===== config.mk =====
export PLATFORM = sky130hd
export DESIGN_NAME = uart_stopwatch_ctrl
export DESIGN_NICKNAME = d
export VERILOG_FILES = /design/src/rtl/uart_stopwatch_ctrl.sv
export SDC_FILE = /design/constraint.sdc
export NUM_CORES = 1
export LEC_CHECK = 0
export BUFFER_PORTS_ARGS = -buffer_cell sky130_fd_sc_hd__buf_4
export CAP_MARGIN = 10
export CORE_UTILIZATION = 45
export DETAILED_ROUTE_END_ITERATION = 12
export HOLD_SLACK_MARGIN = 0.05
export PLACE_DENSITY = 0.81
export SYNTH_ARGS = -nofsm -noshare
export SYNTH_HDL_FRONTEND = slang
export SYNTH_SLANG_ARGS = --single-unit
export TNS_END_PERCENT = 10

===== constraint.sdc =====
create_clock -name clk -period 2.7 [get_ports clk]
set_clock_uncertainty 0.15 [all_clocks]
set_input_delay 0.405 -clock clk [delete_from_list [all_inputs] [get_ports clk]]
set_output_delay 0.405 -clock clk [all_outputs]
set_load 0.02 [all_outputs]

===== src/rtl/uart_stopwatch_ctrl.sv =====
module uart_stopwatch_ctrl #(
  parameter int NDIG = 4
) (
  input  logic              clk,
  input  logic              rst_n,
  input  logic [7:0]        rx_data,
  input  logic              rx_valid,
  output logic [7:0]        tx_data,
  output logic              tx_valid,
  input  logic              tx_ready,
  input  logic [4*NDIG-1:0] bcd_time,
  output logic              sw_run,
  output logic              sw_clear
);
  localparam int LEN = NDIG + 3;
  localparam int IW  = $clog2(LEN + 1);

  logic              busy;
  logic [IW-1:0]     idx;
  logic [4*NDIG-1:0] snap;

  wire cmd_go    = rx_valid && rx_data == 8'h67;
  wire cmd_halt  = rx_valid && rx_data == 8'h73;
  wire cmd_zero  = rx_valid && rx_data == 8'h63;
  wire cmd_tell  = rx_valid && rx_data == 8'h74;

  always_ff @(posedge clk) begin
    if (!rst_n) begin
      sw_run   <= 1'b0;
      sw_clear <= 1'b0;
      busy     <= 1'b0;
      idx      <= '0;
      snap     <= '0;
    end else begin
      sw_clear <= cmd_zero;
      if (cmd_zero || cmd_halt) sw_run <= 1'b0;
      else if (cmd_go)          sw_run <= 1'b1;
      if (!busy) begin
        if (cmd_tell) begin
          busy <= 1'b1;
          idx  <= '0;
          snap <= bcd_time;
        end
      end else if (tx_ready) begin
        if (idx == IW'(LEN - 1)) busy <= 1'b0;
        idx <= idx + 1'b1;
      end
    end
  end

  assign tx_valid = busy;

  always_comb begin
    int k;
    k = int'(idx);
    tx_data = 8'h0A;
    if (k < NDIG - 1)       tx_data = 8'h30 + {4'h0, snap[4*(NDIG-1-k) +: 4]};
    else if (k == NDIG - 1) tx_data = 8'h2E;
    else if (k == NDIG)     tx_data = 8'h30 + {4'h0, snap[3:0]};
    else if (k == NDIG + 1) tx_data = 8'h0D;
  end
endmodule


==> metrics.yaml, run 1 <==
timing:
  fin_tns_setup_ns: 0
  max_freq_mhz: 401
  maxSlewViolCount: 0
  hold_viol: 0
  setup_viol_count_final: 0
  fin_crit_sh_pct: 92.4
  period_needed_ns: 2.50
  rsz0062_at_grt: "no"
place:
  io_buffers: 36
  hpwl_mm: 2.08
  gp_congestion: 0.842
  dp.cells: 194
power_and_ir_drop:
  swShare_pct: 19.8
  power_leakage_uw: 0.000660
  p_per_area_mw_per_mm2: 401
  p_sw_uw: 125
  p_comb_share_pct: 8.9
  p_seq_share_pct: 51.4
  clockPowerShare_pct: 39.7
  internal_power_uw: 506
  vdd_drop_max_mv: 0.349
cells_and_area:
  mostFrequentLayoutCells: "nand2_1 (38), buf_4 (36), dfxtp_1 (19)"
  area_growth_pct: 23.3
  fin_cells: 198
  fin_util_pct: 61.2
  drive_gt1_share_pct: 30.4
  diodes: 0
  fin_nets: 203
  final_common_cell: "nand2_1"
clocking:
  insertion_delay_ns: 0.30
  clock-sinks: 22
  cts_root_buffer: "clkbuf_4"
  cts_hold_buf: 0
  post-cts-setup-buffers: 0
  cts_htree_levels: 1
  cts_tree: "done"
  cts.clk_slew.worst_paths_ns: 0.12
  clock_path_buffers: 2
  cts_made_buffers: 3
  cts_resized: 0
die:
  num_rows: 18
  core_area_mm2: 0.00257
  dieHeight_um: 55.2
  dieWidth_um: 55.2
  design.die.area_mm2: 0.00305
  io_pins: 39
  start_util_pct: 49.6
logic_synthesis:
  yosys_warnings: 0
  syn_inst: 139
  ys_types: 34
  synth_area_leader_cell: "dfxtp_1"
  ys_seq_area_share_pct: 34.6
  synth.area.top_cells: "dfxtp_1 (35%), mux2i_1 (13%), nand2_1 (11%), ha_1 (5.9%), mux4_1 (4.1%)"
  syn_avg_cell_area_um2: 9.16
  syn_area_mm2: 0.00127
  ys_seq_elements: 22
  yosysTopAreaCellShare_pct: 34.6
setup_path:
  cp.arrival_ns: 1.94
  startpoint_type: "flop"
  criticalPathCategory: "reg2out"
  path_max_fanout: 8
  cp.required_ns: 2.14
  worstSetupEndpointType: "output pin"
drt:
  via_per_inst: 5.38
  wl_met3_um: 93
  highest_layer: "met4"
  dr_wl_met2_mm: 1.33
  drt-pass1-iter-count: 4
  wirelength_mm: 2.71
  dr.first_iter.drc_count: 31
  vias: 1066
  antenna_left: 0
  drc: 0
  wl_per_cell_um: 13.7
  wl_met1_mm: 1.24
global_route:
  antenna_found_initial: 0
  grt_first_pass_wirelength_mm: 4.75
  grt_pass1_vias: 1042
  grt.total_usage_pct: 19.3
  grt_max_degree: 42
  grt_overflow: 0
job:
  maxCapViolations: 0
hold_path:
  holdCritPathClass: "in2reg"
run_status:
  status: "finished, final reports clean"
## Yosys cell counts, drive strengths merged
library cell	number
nand2b	1
nor4b	1
mux2	1
nor3b	1
a2111oi	2
buf	6
a211o	1
o22ai	5
mux4	4
o21a	1
mux2i	16
dfxtp	22
conb	1
a31o	1
inv	10
nor3	1
nand3	3
a31oi	1
and4bb	1
nand4b	1
o21ai	2
nor2	2
or4	1
ha	6
clkbuf	6
o211a	1
a21oi	2
nand2	38
nor4	1
## logic make-up after synthesis
| group | after synthesis | share of synthesized area, % |
|---|---|---|
| adder cells (fa/ha/maj) | 6 | 5.89 |
| multiplexers | 21 | 21.1 |
| flip-flops | 22 | 34.6 |
| AO/OA/AOI/OAI | 16 | 8.65 |
| buffers and inverters | 22 | 8.94 |
| other | 1 | 0.294 |
| AND/OR/NAND/NOR | 51 | 20.5 |
## worst paths after layout
path	startpoint	end	slack, ns	cells past startpoint
max reg2reg	tx_valid	snap[9]	1.06	3
min	rx_data[4]	sw_clear	0.12	2
min reg2reg	snap[15]	snap[15]	0.32	2
max	idx[1]	tx_data[0]	0.20	6
## critical path, cell delays in order, from the launching register on
cell and delay, ns:
dfxtp_2 0.43, ha_1 0.19, inv_1 0.06, ha_1 0.27, a2111oi_1 0.41, a31o_1 0.15
buf_4 0.13
## cell type report
| cell class | count | area [um^2] |
|---|---|---|
| Fill cell | 213 | 997 |
| Timing Repair Buffer | 36 | 270 |
| Clock inverter | 1 | 30.0 |
| Multi-Input combinational cell | 96 | 726 |
| Tap cell | 30 | 37.5 |
| Clock buffer | 3 | 22.5 |
| Inverter | 10 | 37.5 |
| Sequential cell | 22 | 447 |
## stage by stage
| stage | hold WS (ns) | worst slack, ns | total power (uW) | cell area (um^2) |
|---|---|---|---|---|
| after CTS | 0.115 | 0.00161 | 637 | 1560 |
| after floorplan | 0.280 | 0.545 | 356 | 1280 |
| final | 0.122 | 0.204 | 630 | 1570 |
| after global routing | 0.107 | 0.0400 | 654 | 1570 |
| after detailed placement | 0.307 | 0.355 | 388 | 1510 |
| after global placement | 0.298 | 0.456 | 386 | 1510 |
## flip-flops by register name (all words and copies together) (netlist names)
register,flops
sw_run,1
sw_clear,1
tx_valid,1
snap,16
idx,3
## power by group through the flow
| stage | Combinational (uW) | Sequential (uW) | Clock [uW] |
|---|---|---|---|
| after global placement | 53.7 | 332 | 0 |
| after global routing | 61.4 | 324 | 268 |
| after detailed placement | 55.9 | 333 | 0 |
| final | 56.2 | 324 | 250 |
| after floorplan | 23.3 | 333 | 0 |
| after CTS | 56.2 | 325 | 255 |
## metal layers
layer | vias up | track usage (%)
li1 | 537 | -
met1 | 495 | 25.2
met2 | 28 | 31.8
met3 | 6 | 2.81
met4 | 0 | 7.86
met5 | - | 0
(Power assumes the default switching activity.)
==> run 2, diff against run 1 <==
ABC_AREA = 1   (was default)
GPL_TIMING_DRIVEN = 0   (was default)
PLACE_DENSITY = 0.82   (was 0.81)
==> run 2 against run 1 <==
  * Maximum frequency is 8.1% higher
  * Final cell count is 23% higher
  * Sequential power hardly changed
  * Sequential share of layout area is 0.72 points higher
  * Utilization is 0.20 points lower
  * Setup slack better by 0.19 ns
  * Synthesized cell count is 24% higher
  * Critical path depth is 3 higher
  * Cell area is 3.8% lower
==> metrics.yaml, run 2 <==
drt:
  wirelength_mm: 2.42  # -11%
  antenna_left: 0  # unchanged
  drc: 0  # unchanged
  dr.first_iter.drc_count: 17  # -45%
  via_per_inst: 4.83  # -10%
  vias: 1174  # +10%
  drt-pass1-iter-count: 4  # unchanged
  wl_per_cell_um: 9.96  # -27%
cells_and_area:
  fillers: 257  # +21%
  mostFrequentLayoutCells: "nor2_1 (48), buf_4 (37), o21ai_0 (31)"
  reg.largest.list: "snap (16), idx (3)"
  area_growth_pct: 29.1
  top_register: "snap"
  multi_input_area_um2: 626  # -14%
  fin_cells: 243  # +23%
  fin_nets: 248  # +22%
  drive_gt1_share_pct: 23.0  # -7.4 points
  diodes: 0  # unchanged
  largest_reg_flops: 16  # unchanged
  final_common_cell: "nor2_1"
  seqCellArea_um2: 440  # -1.4%
logic_synthesis:
  synthSimpleGateAreaFrac_pct: 27.1  # +6.5 points
  ys_seq_elements: 22  # unchanged
  synth_compound_area_share_pct: 19.4  # +11 points
  async_flop_share_pct: 0  # unchanged
  synth-edff-count: 0  # unchanged
  synthXorXnorAreaFrac_pct: 0  # unchanged
  synthAdderAreaFrac_pct: 6.42  # +0.52 points
  ys_types: 23  # -32%
  synthMuxAreaShare_pct: 0  # -21 points
  synth_ff_type: "dfxtp_1"
  synth_top_family_by_area: "simple AND/OR/NAND/NOR gates"
  synth_area_leader_cell: "dfxtp_1"
  synth_commonest_cells: "nor2_1 (48), o21ai_0 (31), dfxtp_1 (22)"
  syn_area_mm2: 0.00117  # -8.2%
  ys_seq_area_share_pct: 37.6  # +3.1 points
  synth_most_common_cell: "nor2_1"
  yosysTopAreaCellShare_pct: 37.6  # +3.1 points
  syn_inst: 173  # +24%
  yosys_warnings: 0  # unchanged
  syn_avg_cell_area_um2: 6.76  # -26%
  synth.area.top_cells: "dfxtp_1 (38%), nor2_1 (15%), o21ai_0 (13%), ha_1 (6.4%), nand2_1 (5.8%)"
clocking:
  insertion_delay_ns: 0.30  # about the same
  cts_hold_buf: 0  # unchanged
  cts_root_buffer: "clkbuf_4"
  cts_htree_levels: 1  # unchanged
  cts_made_buffers: 3  # unchanged
  post-cts-setup-buffers: 0  # unchanged
  cts.clk_slew.worst_paths_ns: 0.12  # about the same
  cts_tree: "done"
  clock_path_buffers: 2  # unchanged
  cts_resized: 0  # unchanged
  clock-sinks: 22  # unchanged
place:
  io_buffers: 35  # -2.8%
  gp_congestion: 0.839  # -0.39%
  hpwl_mm: 1.93  # -7.2%
  dp.cells: 239  # +23%
hold_path:
  hold_start: "rx_data[4]"
  holdCritPathClass: "in2reg"
  min_path_cells: 2  # unchanged
  whs_endpoint: "sw_clear"
global_route:
  grt.total_usage_pct: 19.9  # +0.62 points
  grt_overflow: 0  # unchanged
  antenna_found_initial: 0  # unchanged
  grt_pass1_vias: 941  # -9.7%
  grt_first_pass_wirelength_mm: 4.11  # -14%
  grt_max_degree: 13  # -69%
setup_path:
  cp_top_family: "flip-flops"
  slowest_stage: "dfxtp_1"
  cp.required_ns: 2.14  # about the same
  ff2ff_path_depth: 7  # +4
  r2r_setup_slack_ns: 1.29  # +0.23 ns
  worstSetupEndpointType: "output pin"
  crit_chain: "inv_1 > ha_1 > nand2_2 > nand2_1 > o21ai_0 > inv_1 > o21ai_1 > nand2_1 > buf_4"
  reg2reg_to: "snap[0]"
  timing.critical_path.buf_inv: 3  # +1
  cp.arrival_ns: 1.75  # -0.19 ns
  rr_startpoint: "tx_valid"
  path_max_fanout: 9  # +1
  startpoint_type: "flop"
  criticalPathCategory: "reg2out"
  cpPeakStageDelay_ns: 0.43  # about the same
power_and_ir_drop:
  power_leakage_uw: 0.000694  # +5.1%
  p_per_area_mw_per_mm2: 369  # -8.1%
  vdd_drop_max_mv: 0.283  # -19%
die:
  io_pins: 39  # unchanged
  dieHeight_um: 53.0  # -4.0%
  num_rows: 18  # unchanged
  core_area_mm2: 0.00248  # -3.5%
  dieWidth_um: 53.0  # -4.0%
  design.die.area_mm2: 0.00281  # -7.9%
  start_util_pct: 47.2  # -2.4 points
run_status:
  status: "finished, final reports clean"
timing:
  max_freq_mhz: 433  # +8.1%
  hold_viol: 0  # unchanged
  maxSlewViolCount: 0  # unchanged
  rsz0062_at_grt: "no"
  period_needed_ns: 2.31  # -0.186 ns
  setup_viol_count_final: 0  # unchanged
  fin_tns_setup_ns: 0  # unchanged
  fin_crit_sh_pct: 85.5  # -6.9 points
job:
  maxCapViolations: 0  # unchanged
run 2: cell count changes after synthesis, sizes merged, moves of 4 or more:
cell / previous run / this run
nand3: 3 / 9
mux2i: 16 / 0
o22ai: 5 / 0
nor2: 2 / 48
nand2: 38 / 19
o21ai: 2 / 33
inv: 10 / 14
mux4: 4 / 0
run 2: power breakdown:
part	switching [uW]	internal, uW	total [uW]
clock network	96.0	82.1	178
logic	21.3	32.2	53.5
registers	0.403	325	326
run 2: metal layers:
metal	vias up	wire length, um	track usage (%)
li1	637	-	-
met1	511	1180	26.5
met2	24	1130	32.1
met3	2	92	4.02
met4	0	17	5.70
met5	-	0	0
run 2: layout make-up:
| cell class | instances | share of cell area, % |
|---|---|---|
| clock buffer | 4 | 2.40 |
| inverter | 15 | 3.81 |
| buffer | 8 | 3.31 |
| tap | 30 | 2.49 |
| multi-input combinational | 129 | 41.4 |
| sequential | 22 | 29.2 |
| timing repair buffer | 35 | 17.4 |
run 2: cells by family (layout without fill, tap and decap cells):
family,Yosys count,in the layout
fa+ha+maj,6,6
other cells,1,2
buf+inv,23,62
simple gates,78,78
compound gates,43,43
flops,22,22
run 2: how the worst max path moves through the flow:
stage | cells past startpoint | start | endpoint | slack (ns)
2_1_floorplan | 8 | idx[0] | tx_data[2] | 0.94
3_3_place_gp | 8 | idx[1] | tx_data[1] | 0.74
3_5_place_dp | 9 | idx[1] | tx_data[2] | 0.73
4_1_cts | 9 | idx[1] | tx_data[2] | 0.39
5_1_grt | 8 | idx[1] | tx_data[1] | 0.19
6_report | 9 | idx[1] | tx_data[2] | 0.39
run 2: through the flow:
step / setup slack [ns] / hold slack, ns / utilization, % / total power [uW] / cell area (um^2)
4_1_cts: 0.386 / 0.111 / 61.0 / 562 / 1510
3_3_place_gp: 0.744 / 0.317 / 59.5 / 386 / 1470
2_1_floorplan: 0.935 / 0.299 / - / 354 / 1170
5_1_grt: 0.189 / 0.103 / 61.0 / 587 / 1510
3_5_place_dp: 0.732 / 0.324 / 59.5 / 387 / 1470
6_report: 0.390 / 0.120 / 61.0 / 557 / 1510
==> run 3, diff against run 2 <==
CORE_UTILIZATION = 42   (was 45)
PLACE_DENSITY = 0.78   (was 0.82)
TNS_END_PERCENT = default   (was 10)
==> run 3 against run 2 <==
  * Global-route usage down 0.88 points
  * Final cell count is 0.41% lower
  * Critical path depth stayed put
  * Largest cell class unchanged
  * Flip-flop and latch count unchanged
  * Critical path type unchanged
  * Non-clock buffer count unchanged
  * Sequential power about the same
  * Maximum frequency is 0.51% lower
  * Setup slack worse by 0.012 ns
  * Clock-buffer cell count decreased by 1
  * Total power shrank 6.8%
  * Wire length grew 3.9%
  * Sequential share of layout area increased by 0.27 points
==> metrics.yaml, run 3 (same netlist as run 2, synthesis figures left out) <==
global_route:
  antenna_found_initial: 0  # unchanged
  grt_pass1_vias: 971  # +3.2%
  grt_first_pass_wirelength_mm: 4.01  # -2.4%
  grt.total_usage_pct: 19.0  # -0.88 points
  grt_max_degree: 12  # -1
  grt_overflow: 0  # unchanged
place:
  dp.cells: 239  # unchanged
  place_area_mm2: 0.00147  # unchanged
  gp_congestion: 0.856  # +2.1%
  io_buffers: 35  # unchanged
  hpwl_mm: 2.00  # +3.9%
setup_path:
  startpoint_type: "flop"
  cp.required_ns: 2.14  # about the same
  cpPeakStageDelay_ns: 0.44  # about the same
  timing.critical_path.buf_inv: 3  # unchanged
  cp_top_family: "flip-flops"
  reg2reg_to: "idx[2]"
  rr_startpoint: "idx[1]"
  ff2ff_path_depth: 5  # -2
  criticalPathCategory: "reg2out"
  slowest_stage: "dfxtp_1"
  crit_chain: "inv_1 > ha_1 > nand2_2 > nand2_1 > o21ai_0 > inv_1 > o21ai_1 > nand2_1 > buf_4"
  worstSetupEndpointType: "output pin"
  cp.arrival_ns: 1.77  # +0.02 ns
  r2r_setup_slack_ns: 1.29  # about the same
  path_max_fanout: 9  # unchanged
die:
  core_area_mm2: 0.00254  # +2.7%
  num_rows: 18  # unchanged
  io_pins: 39  # unchanged
  dieHeight_um: 54.8  # +3.4%
  dieWidth_um: 54.8  # +3.4%
  design.die.area_mm2: 0.00300  # +6.9%
  start_util_pct: 46.0  # -1.3 points
drt:
  wl_per_cell_um: 10.4  # +4.3%
  via_per_inst: 4.89  # +1.3%
  wirelength_mm: 2.51  # +3.9%
  dr.first_iter.drc_count: 18  # +1
  drc: 0  # unchanged
  antenna_left: 0  # unchanged
  highest_layer: "met4"
  wl_met3_um: 119  # +29%
  dr_wl_met2_mm: 1.19  # +5.0%
  vias: 1184  # +0.85%
  drt-pass1-iter-count: 6  # +2
  wl_met1_mm: 1.20  # +1.5%
hold_path:
  hold_start: "rx_data[4]"
  min_path_cells: 2  # unchanged
  whs_endpoint: "sw_clear"
  holdCritPathClass: "in2reg"
cells_and_area:
  largest_reg_flops: 16  # unchanged
  mostFrequentLayoutCells: "nor2_1 (48), buf_4 (37), o21ai_0 (31)"
  diodes: 0  # unchanged
  fin_cells: 242  # -0.41%
  reg.largest.list: "snap (16), idx (3)"
  top_register: "snap"
  fin_nets: 248  # unchanged
  final_common_cell: "nor2_1"
  area_growth_pct: 27.9
  final_cell_area_mm2: 0.00150  # -0.91%
  drive_gt1_share_pct: 22.6  # -0.36 points
clocking:
  clock_path_buffers: 2  # unchanged
  cts_tree: "done"
  cts_made_buffers: 3  # unchanged
  post-cts-setup-buffers: 0  # unchanged
  cts_root_buffer: "clkbuf_4"
  cts_hold_buf: 0  # unchanged
  insertion_delay_ns: 0.29  # about the same
  cts.clk_slew.worst_paths_ns: 0.11  # about the same
  clock-sinks: 22  # unchanged
  cts_htree_levels: 1  # unchanged
  cts_resized: 0  # unchanged
timing:
  whs_ns: 0.127  # +0.00674 ns
  setup_viol_count_final: 0  # unchanged
  rsz0062_at_grt: "no"
  fin_tns_setup_ns: 0  # unchanged
  fin_crit_sh_pct: 86.0  # +0.44 points
  hold_viol: 0  # unchanged
  maxSlewViolCount: 0  # unchanged
  max_freq_mhz: 431  # -0.51%
  period_needed_ns: 2.32  # +0.0119 ns
power_and_ir_drop:
  power_leakage_uw: 0.000687  # -1.0%
  p_per_area_mw_per_mm2: 347  # -5.9%
  vdd_drop_max_mv: 0.276  # -2.4%
run_status:
  status: "finished, final reports clean"
job:
  maxCapViolations: 0  # unchanged
## run 3: cell count changes in the layout (fill, tap and decap cells not counted), sizes merged
| cell | change |
|---|---|
| clkbuf | -1 |
## run 3: metrics by stage
step	total power, uW	worst slack, ns	utilization (%)
after floorplan	354	0.935	-
final	519	0.379	58.8
after CTS	525	0.377	58.8
after global placement	386	0.726	57.9
after detailed placement	387	0.708	57.9
after global routing	542	0.231	58.8
## run 3: final cells by class
cell class / count / area [um^2]
inverter: 15 / 57.6
tap: 30 / 37.5
sequential: 22 / 440
fill: 234 / 1050
buffer: 8 / 50.0
multi-input combinational: 129 / 626
timing repair buffer: 35 / 263
clock buffer: 3 / 22.5
## run 3: report_power, final
group	total, uW	switching [uW]	internal (uW)
registers	325	0.393	325
clock network	140	88.1	51.9
logic	53.8	21.6	32.2
## run 3: worst max-delay path by stage
stage	start	end	slack [ns]	cells after the start
finish	idx[1]	tx_data[2]	0.38	9
global route	idx[1]	tx_data[2]	0.23	9
CTS	idx[1]	tx_data[2]	0.38	9
detailed placement	idx[1]	tx_data[2]	0.71	9
global placement	idx[1]	tx_data[2]	0.73	9
floorplan	idx[0]	tx_data[2]	0.94	8
## run 3: per-layer routing
| metal | up-vias | track usage [%] |
|---|---|---|
| li1 | 639 | - |
| met1 | 507 | 23.5 |
| met2 | 36 | 32.5 |
| met3 | 2 | 2.78 |
| met4 | 0 | 7.69 |
| met5 | - | 0 |
